==> config.mk <==
export PLATFORM = sky130hd
export DESIGN_NAME = irq_status_core
export DESIGN_NICKNAME = d
export VERILOG_FILES = /design/src/rtl/irq_status_pkg.sv /design/src/rtl/batt_deglitch.sv /design/src/rtl/tick_watchdog.sv /design/src/rtl/status_assemble.sv /design/src/rtl/irq_status_core.sv
export SDC_FILE = /design/constraint.sdc
export NUM_CORES = 1
export LEC_CHECK = 0
export BUFFER_PORTS_ARGS = -buffer_cell sky130_fd_sc_hd__clkbuf_2
export CORE_UTILIZATION = 35
export DETAILED_ROUTE_END_ITERATION = 12
export PLACE_DENSITY = 0.8
export SLEW_MARGIN = 10
export SYNTH_ARGS = -nofsm -noshare
export SYNTH_HDL_FRONTEND = slang
export SYNTH_SLANG_ARGS = --single-unit
export TNS_END_PERCENT = 20
==> constraint.sdc <==
create_clock -name clk -period 2.8 [get_ports clk]
set_input_delay 0 -clock clk [delete_from_list [all_inputs] [get_ports clk]]
set_output_delay 0 -clock clk [all_outputs]
set_load 0.1 [all_outputs]
==> src/rtl/irq_status_pkg.sv <==
package irq_status_pkg;
  localparam int STATUS_W     = 32;
  localparam int NUM_SRC      = 16;
  localparam int IDX_EXT      = 0;
  localparam int IDX_BATT     = 1;
  localparam int IDX_WDOG     = 2;
  localparam int IDX_PERIPH   = 3;
  localparam int IDX_TICK     = 11;
  localparam int NUM_PERIPH   = NUM_SRC - IDX_PERIPH;
  localparam int TICK_LINE    = IDX_TICK - IDX_PERIPH;

  typedef struct packed {
    logic wdog;
    logic batt;
    logic ext;
  } fast_src_t;
endpackage

==> src/rtl/batt_deglitch.sv <==
module batt_deglitch #(
  parameter int SMP_THRESH = 3
) (
  input  logic clk,
  input  logic rst_n,
  input  logic ext_pwr_n_i,
  input  logic batt_ok_i,
  input  logic smp_en_i,
  input  logic standby_i,
  input  logic clr_i,
  output logic flag_o
);
  localparam int CNT_W = $clog2(SMP_THRESH + 1);
  localparam logic [CNT_W-1:0] CNT_MAX  = CNT_W'(SMP_THRESH);
  localparam logic [CNT_W-1:0] CNT_ARM  = CNT_W'(SMP_THRESH - 1);

  logic             cond;
  logic             set_ev;
  logic [CNT_W-1:0] run_q;
  logic             flag_q;

  assign cond   = ext_pwr_n_i & ~batt_ok_i;
  assign set_ev = smp_en_i & cond & (run_q >= CNT_ARM) & ~standby_i;

  always_ff @(posedge clk or negedge rst_n) begin
    if (!rst_n) begin
      run_q  <= '0;
      flag_q <= 1'b0;
    end else if (standby_i) begin
      run_q  <= '0;
      flag_q <= 1'b0;
    end else begin
      if (smp_en_i) begin
        if (!cond)                run_q <= '0;
        else if (run_q != CNT_MAX) run_q <= run_q + 1'b1;
      end
      if (set_ev)      flag_q <= 1'b1;
      else if (clr_i)  flag_q <= 1'b0;
    end
  end

  assign flag_o = flag_q;

  assert_standby_idle_R9: assert property (@(posedge clk) disable iff (!rst_n)
    standby_i |=> (run_q == '0) && !flag_q);

  assert_false_sample_resets_R5: assert property (@(posedge clk) disable iff (!rst_n)
    (smp_en_i && !cond && !standby_i) |=> (run_q == '0));

  assert_hold_until_clear_R6: assert property (@(posedge clk) disable iff (!rst_n)
    (flag_q && !clr_i && !standby_i) |=> flag_q);

  assert_set_beats_clear_R8: assert property (@(posedge clk) disable iff (!rst_n)
    (smp_en_i && cond && clr_i && !standby_i && run_q >= CNT_ARM) |=> flag_q);

  assert_no_rise_without_sample_R5: assert property (@(posedge clk) disable iff (!rst_n)
    (!flag_q && !smp_en_i) |=> !flag_q);
endmodule

==> src/rtl/tick_watchdog.sv <==
module tick_watchdog (
  input  logic clk,
  input  logic rst_n,
  input  logic tick_en_i,
  input  logic tick_pend_i,
  input  logic standby_i,
  input  logic clr_i,
  output logic flag_o
);
  logic expire;
  logic flag_q;

  assign expire = tick_en_i & tick_pend_i & ~standby_i;

  always_ff @(posedge clk or negedge rst_n) begin
    if (!rst_n)          flag_q <= 1'b0;
    else if (standby_i)  flag_q <= 1'b0;
    else if (expire)     flag_q <= 1'b1;
    else if (clr_i)      flag_q <= 1'b0;
  end

  assign flag_o = flag_q;

  assert_expiry_sets_R7: assert property (@(posedge clk) disable iff (!rst_n)
    (tick_en_i && tick_pend_i && !standby_i) |=> flag_q);

  assert_rise_needs_pending_tick_R7: assert property (@(posedge clk) disable iff (!rst_n)
    (!flag_q && !(tick_en_i && tick_pend_i)) |=> !flag_q);

  assert_standby_idle_R9: assert property (@(posedge clk) disable iff (!rst_n)
    standby_i |=> !flag_q);
endmodule

==> src/rtl/status_assemble.sv <==
module status_assemble
  import irq_status_pkg::*;
(
  input  logic                  clk,
  input  logic                  rst_n,
  input  fast_src_t             fast_i,
  input  logic [NUM_PERIPH-1:0] periph_i,
  output logic [STATUS_W-1:0]   status_o,
  output logic                  fiq_o
);
  logic [STATUS_W-1:0] word;
  logic                fiq_q;

  always_comb begin
    word            = '0;
    word[IDX_EXT]   = fast_i.ext;
    word[IDX_BATT]  = fast_i.batt;
    word[IDX_WDOG]  = fast_i.wdog;
  end

  genvar g;
  for (g = 0; g < NUM_PERIPH; g++) begin : g_periph
    assign status_o[IDX_PERIPH + g] = periph_i[g];
  end
  assign status_o[IDX_PERIPH-1:0]        = word[IDX_PERIPH-1:0];
  assign status_o[STATUS_W-1:NUM_SRC]    = word[STATUS_W-1:NUM_SRC];

  always_ff @(posedge clk or negedge rst_n) begin
    if (!rst_n) fiq_q <= 1'b0;
    else        fiq_q <= |fast_i;
  end
  assign fiq_o = fiq_q;

  assert_fiq_follows_R10: assert property (@(posedge clk) disable iff (!rst_n)
    (|status_o[IDX_WDOG:IDX_EXT]) |=> fiq_o);

  assert_fiq_quiet_R10: assert property (@(posedge clk) disable iff (!rst_n)
    !(|status_o[IDX_WDOG:IDX_EXT]) |=> !fiq_o);
endmodule

==> src/rtl/irq_status_core.sv <==
module irq_status_core
  import irq_status_pkg::*;
#(
  parameter int SMP_THRESH = 3
) (
  input  logic                  clk,
  input  logic                  rst_n,
  input  logic                  ext_fiq_n_i,
  input  logic                  ext_pwr_n_i,
  input  logic                  batt_ok_i,
  input  logic                  smp_en_i,
  input  logic                  tick_en_i,
  input  logic                  standby_i,
  input  logic                  batt_clr_i,
  input  logic                  tick_clr_i,
  input  logic [12:0]           periph_irq_i,
  output logic [31:0]           status_o,
  output logic                  fiq_o
);
  fast_src_t fast;
  logic      batt_flag;
  logic      wdog_flag;

  batt_deglitch #(.SMP_THRESH(SMP_THRESH)) u_batt (
    .clk         (clk),
    .rst_n       (rst_n),
    .ext_pwr_n_i (ext_pwr_n_i),
    .batt_ok_i   (batt_ok_i),
    .smp_en_i    (smp_en_i),
    .standby_i   (standby_i),
    .clr_i       (batt_clr_i),
    .flag_o      (batt_flag)
  );

  tick_watchdog u_wdog (
    .clk         (clk),
    .rst_n       (rst_n),
    .tick_en_i   (tick_en_i),
    .tick_pend_i (periph_irq_i[TICK_LINE]),
    .standby_i   (standby_i),
    .clr_i       (tick_clr_i),
    .flag_o      (wdog_flag)
  );

  assign fast.ext  = ~ext_fiq_n_i;
  assign fast.batt = batt_flag;
  assign fast.wdog = wdog_flag;

  status_assemble u_asm (
    .clk      (clk),
    .rst_n    (rst_n),
    .fast_i   (fast),
    .periph_i (periph_irq_i),
    .status_o (status_o),
    .fiq_o    (fiq_o)
  );

  assert_ext_level_R2: assert property (@(posedge clk) disable iff (!rst_n)
    status_o[IDX_EXT] == !ext_fiq_n_i);

  assert_reserved_quiet_R1: assert property (@(posedge clk) disable iff (!rst_n)
    status_o[31:16] == 16'h0);

  assert_batt_needs_condition_R4: assert property (@(posedge clk) disable iff (!rst_n)
    (!status_o[IDX_BATT] && !(ext_pwr_n_i && !batt_ok_i)) |=> !status_o[IDX_BATT]);
endmodule

==> reports/summary.txt <==
status - completed
# rows - 13
Iter 0 DRT Violations - 0
HP Class - in2out
ANT nets after route - 0
unrepaired setup endpoints after global routing - false
dpl ws - 1.63 ns
final setup violation count - 0
Post-Synthesis Cell Area - 508 sq um
Setup Skew - 0.00607 ns
CTS max path bufs - 2
Starting Density - 0.386
HPWL after DPL - 507 um
clock sink count - 5
most common cell after layout, fill and taps aside - conb_1
routed wl met3 - 99 um
post-synthesis sequential area ratio - 0.246
Critical Path RT - 2.98 ns
worst-path cell chain - dlygate4sd3_1 > clkbuf_2 > nand2_1 > dlygate4sd3_1 > a21oi_1
drt via density - 3.98
largest net degree at the start of global routing - 6
Lkg Pwr - 0.274 nW
CP endpoint kind - flip-flop
first-pass GRT wire length - 1060 um
max cap viols - 0
routed vias - 330
commonest cells after routing, fill and taps aside - conb_1 (16), clkbuf_2 (15), dlygate4sd3_1 (6)
wire per inst - 8.76 um
Tightest Pin Transition - 0.542 ns
Worst Reg-to-Reg Cells - 5
CP max stage cell - dlygate4sd3_1
Clk Latency, worst-skew pair - 0.25 ns
hold-fix buffers at CTS - 5
#FFs+latches synth - 5
Area growth, synth to finish - 0.739%
Root Driver - clkbuf_4
1st-pass router iterations - 1
Die Area - 1610 sq um
Final Hold Viols - 0
WL met1 - 246 um
fraction of layout cells with a size suffix above 1 - 0.309
maximum clock rate - 0.868 GHz
antenna violations before repair - 0
WP data arrival - 1.33 ns
final worst setup slack - 1.65 ns
CP top delay family - buffers and inverters
Reg area - 125 sq um
origin of the worst setup path - tick_en_i
Tmin final - 1.15 ns
total wire length - 727 um
Die Ht - 40.1 um
top-area cell type share of the netlist area - 0.458
most frequent CP cell - dlygate4sd3_1
slowest stage delay, CP - 0.55 ns
uppermost routed layer - met4
GRT overflow - 0
worst rel slew slack - 0.640
total CTS buffers - 3
worst path buffer plus inverter count - 3
Setup Total Neg Slack - 0 ns
Die W - 40.1 um
Critical Path Stages - 5
GRT Overall Usage - 0.107
CP Max Fanout - 1
IO Count - 56
clock-pin slew on the worst setup and hold paths - 0.04 ns
Crit Path Category - in2reg
fin crit share - 0.411
port buffer count - 15
multi-input logic area - 199 sq um
ranking of synthesized cells by area - buf_4 (46%), dfrtp_1 (25%), ha_1 (4.9%)
layout net count - 94
fillcell total - 133
synth warn - 0
CTS tree - yes
syn_area_per_cell - 8.61 sq um
DRC - 0
post-cts sizing count - 0
CTS HTree Levels - 1
hold path depth - 0
gp weighted congestion - 0.581
Post-Synthesis Cells - 59
Worst Hold Launch - periph_irq_i[5]
number of global-route vias before repair - 284
Core ar. - 1320 sq um
Post-CTS Setup Bufs - 0
Worst Setup Start Kind - input port
maximum vdd drop - 0.000176 V
Unique masters post-synth - 17
met2 wire len - 370 um
power density over the cells - 608 nW/um^2
Final Max Slew Viols - 0
Reg-to-Reg Start - u_batt.run_q[0]
Synth area leader - buf_4
Diodes inserted - 0
synthesized netlist by cell type, drive strengths merged:
library cell   n
nand3          1
nor2           1
buf           31
nor2b          3
nand2b         2
a21oi          4
dfrtp          5
or3            1
nor3b          1
conb           1
nand2          2
ha             2
o211ai         1
a31oi          2
inv            2
per-layer routing:
| metal | global-route usage | vias to the layer above |
|---|---|---|
| met1 | 0.0629 | 144 |
| met3 | 0.0556 | 3 |
| met5 | 0 | - |
| li1 | - | 160 |
| met2 | 0.222 | 23 |
| met4 | 0.0776 | 0 |
cell type report:
class	instances	share of cell area
multi-input cells	36	0.389
repair buffers	21	0.264
well taps	15	0.0367
clock buffers	4	0.0513
inverters	2	0.0147
flip-flops and latches	5	0.244
registers in the layout (all words and copies together) (netlist names):
| signal | flops |
|---|---|
| u_batt.flag_o | 1 |
| u_asm.fiq_o | 1 |
| u_wdog.flag_o | 1 |
| u_batt.run_q | 2 |
path summary, 6_finish.rpt:
path	endpoint	slack [ns]
min	status_o[8]	0.00004
max in group asynchronous	u_batt.run_q[0]	2.55
min in group asynchronous	u_asm.fiq_o	0.11
min reg2reg	u_asm.fiq_o	0.48
max reg2reg	u_batt.run_q[1]	1.65
max	u_wdog.flag_o	1.65
cell families (layout without fill, tap and decap cells):
family | Yosys count | in the layout | synth area share
buffers and inverters | 33 | 27 | 0.473
AND/OR/NAND/NOR | 11 | 11 | 0.145
AO/OA/AOI/OAI | 7 | 7 | 0.0788
flip-flops | 5 | 5 | 0.246
adder cells (fa/ha/maj) | 2 | 2 | 0.0493
other | 1 | 16 | 0.00738
where the power goes:
| group | internal, mW | switching, mW | leakage, nW |
|---|---|---|---|
| clock network | 0.0543 | 0.0357 | 0.0150 |
| registers | 0.0748 | 0.00149 | 0.0662 |
| logic | 0.0168 | 0.128 | 0.193 |
| total | 0.146 | 0.165 | 0.274 |
metrics by stage:
stage               std cells  power (mW)  utilization  instance area [sq um]  hold slack, ns
global placement           73       0.215        0.323                    425          -0.177
global route               83       0.325        0.388                    512        0.000187
detailed placement         73       0.215        0.323                    425          -0.175
CTS                        82       0.310        0.381                    502        0.000681
floorplan                  74       0.302            -                    564          -0.296
finish                     83       0.311        0.388                    512       0.0000439
Note: power is estimated with default switching activity, not from simulation.
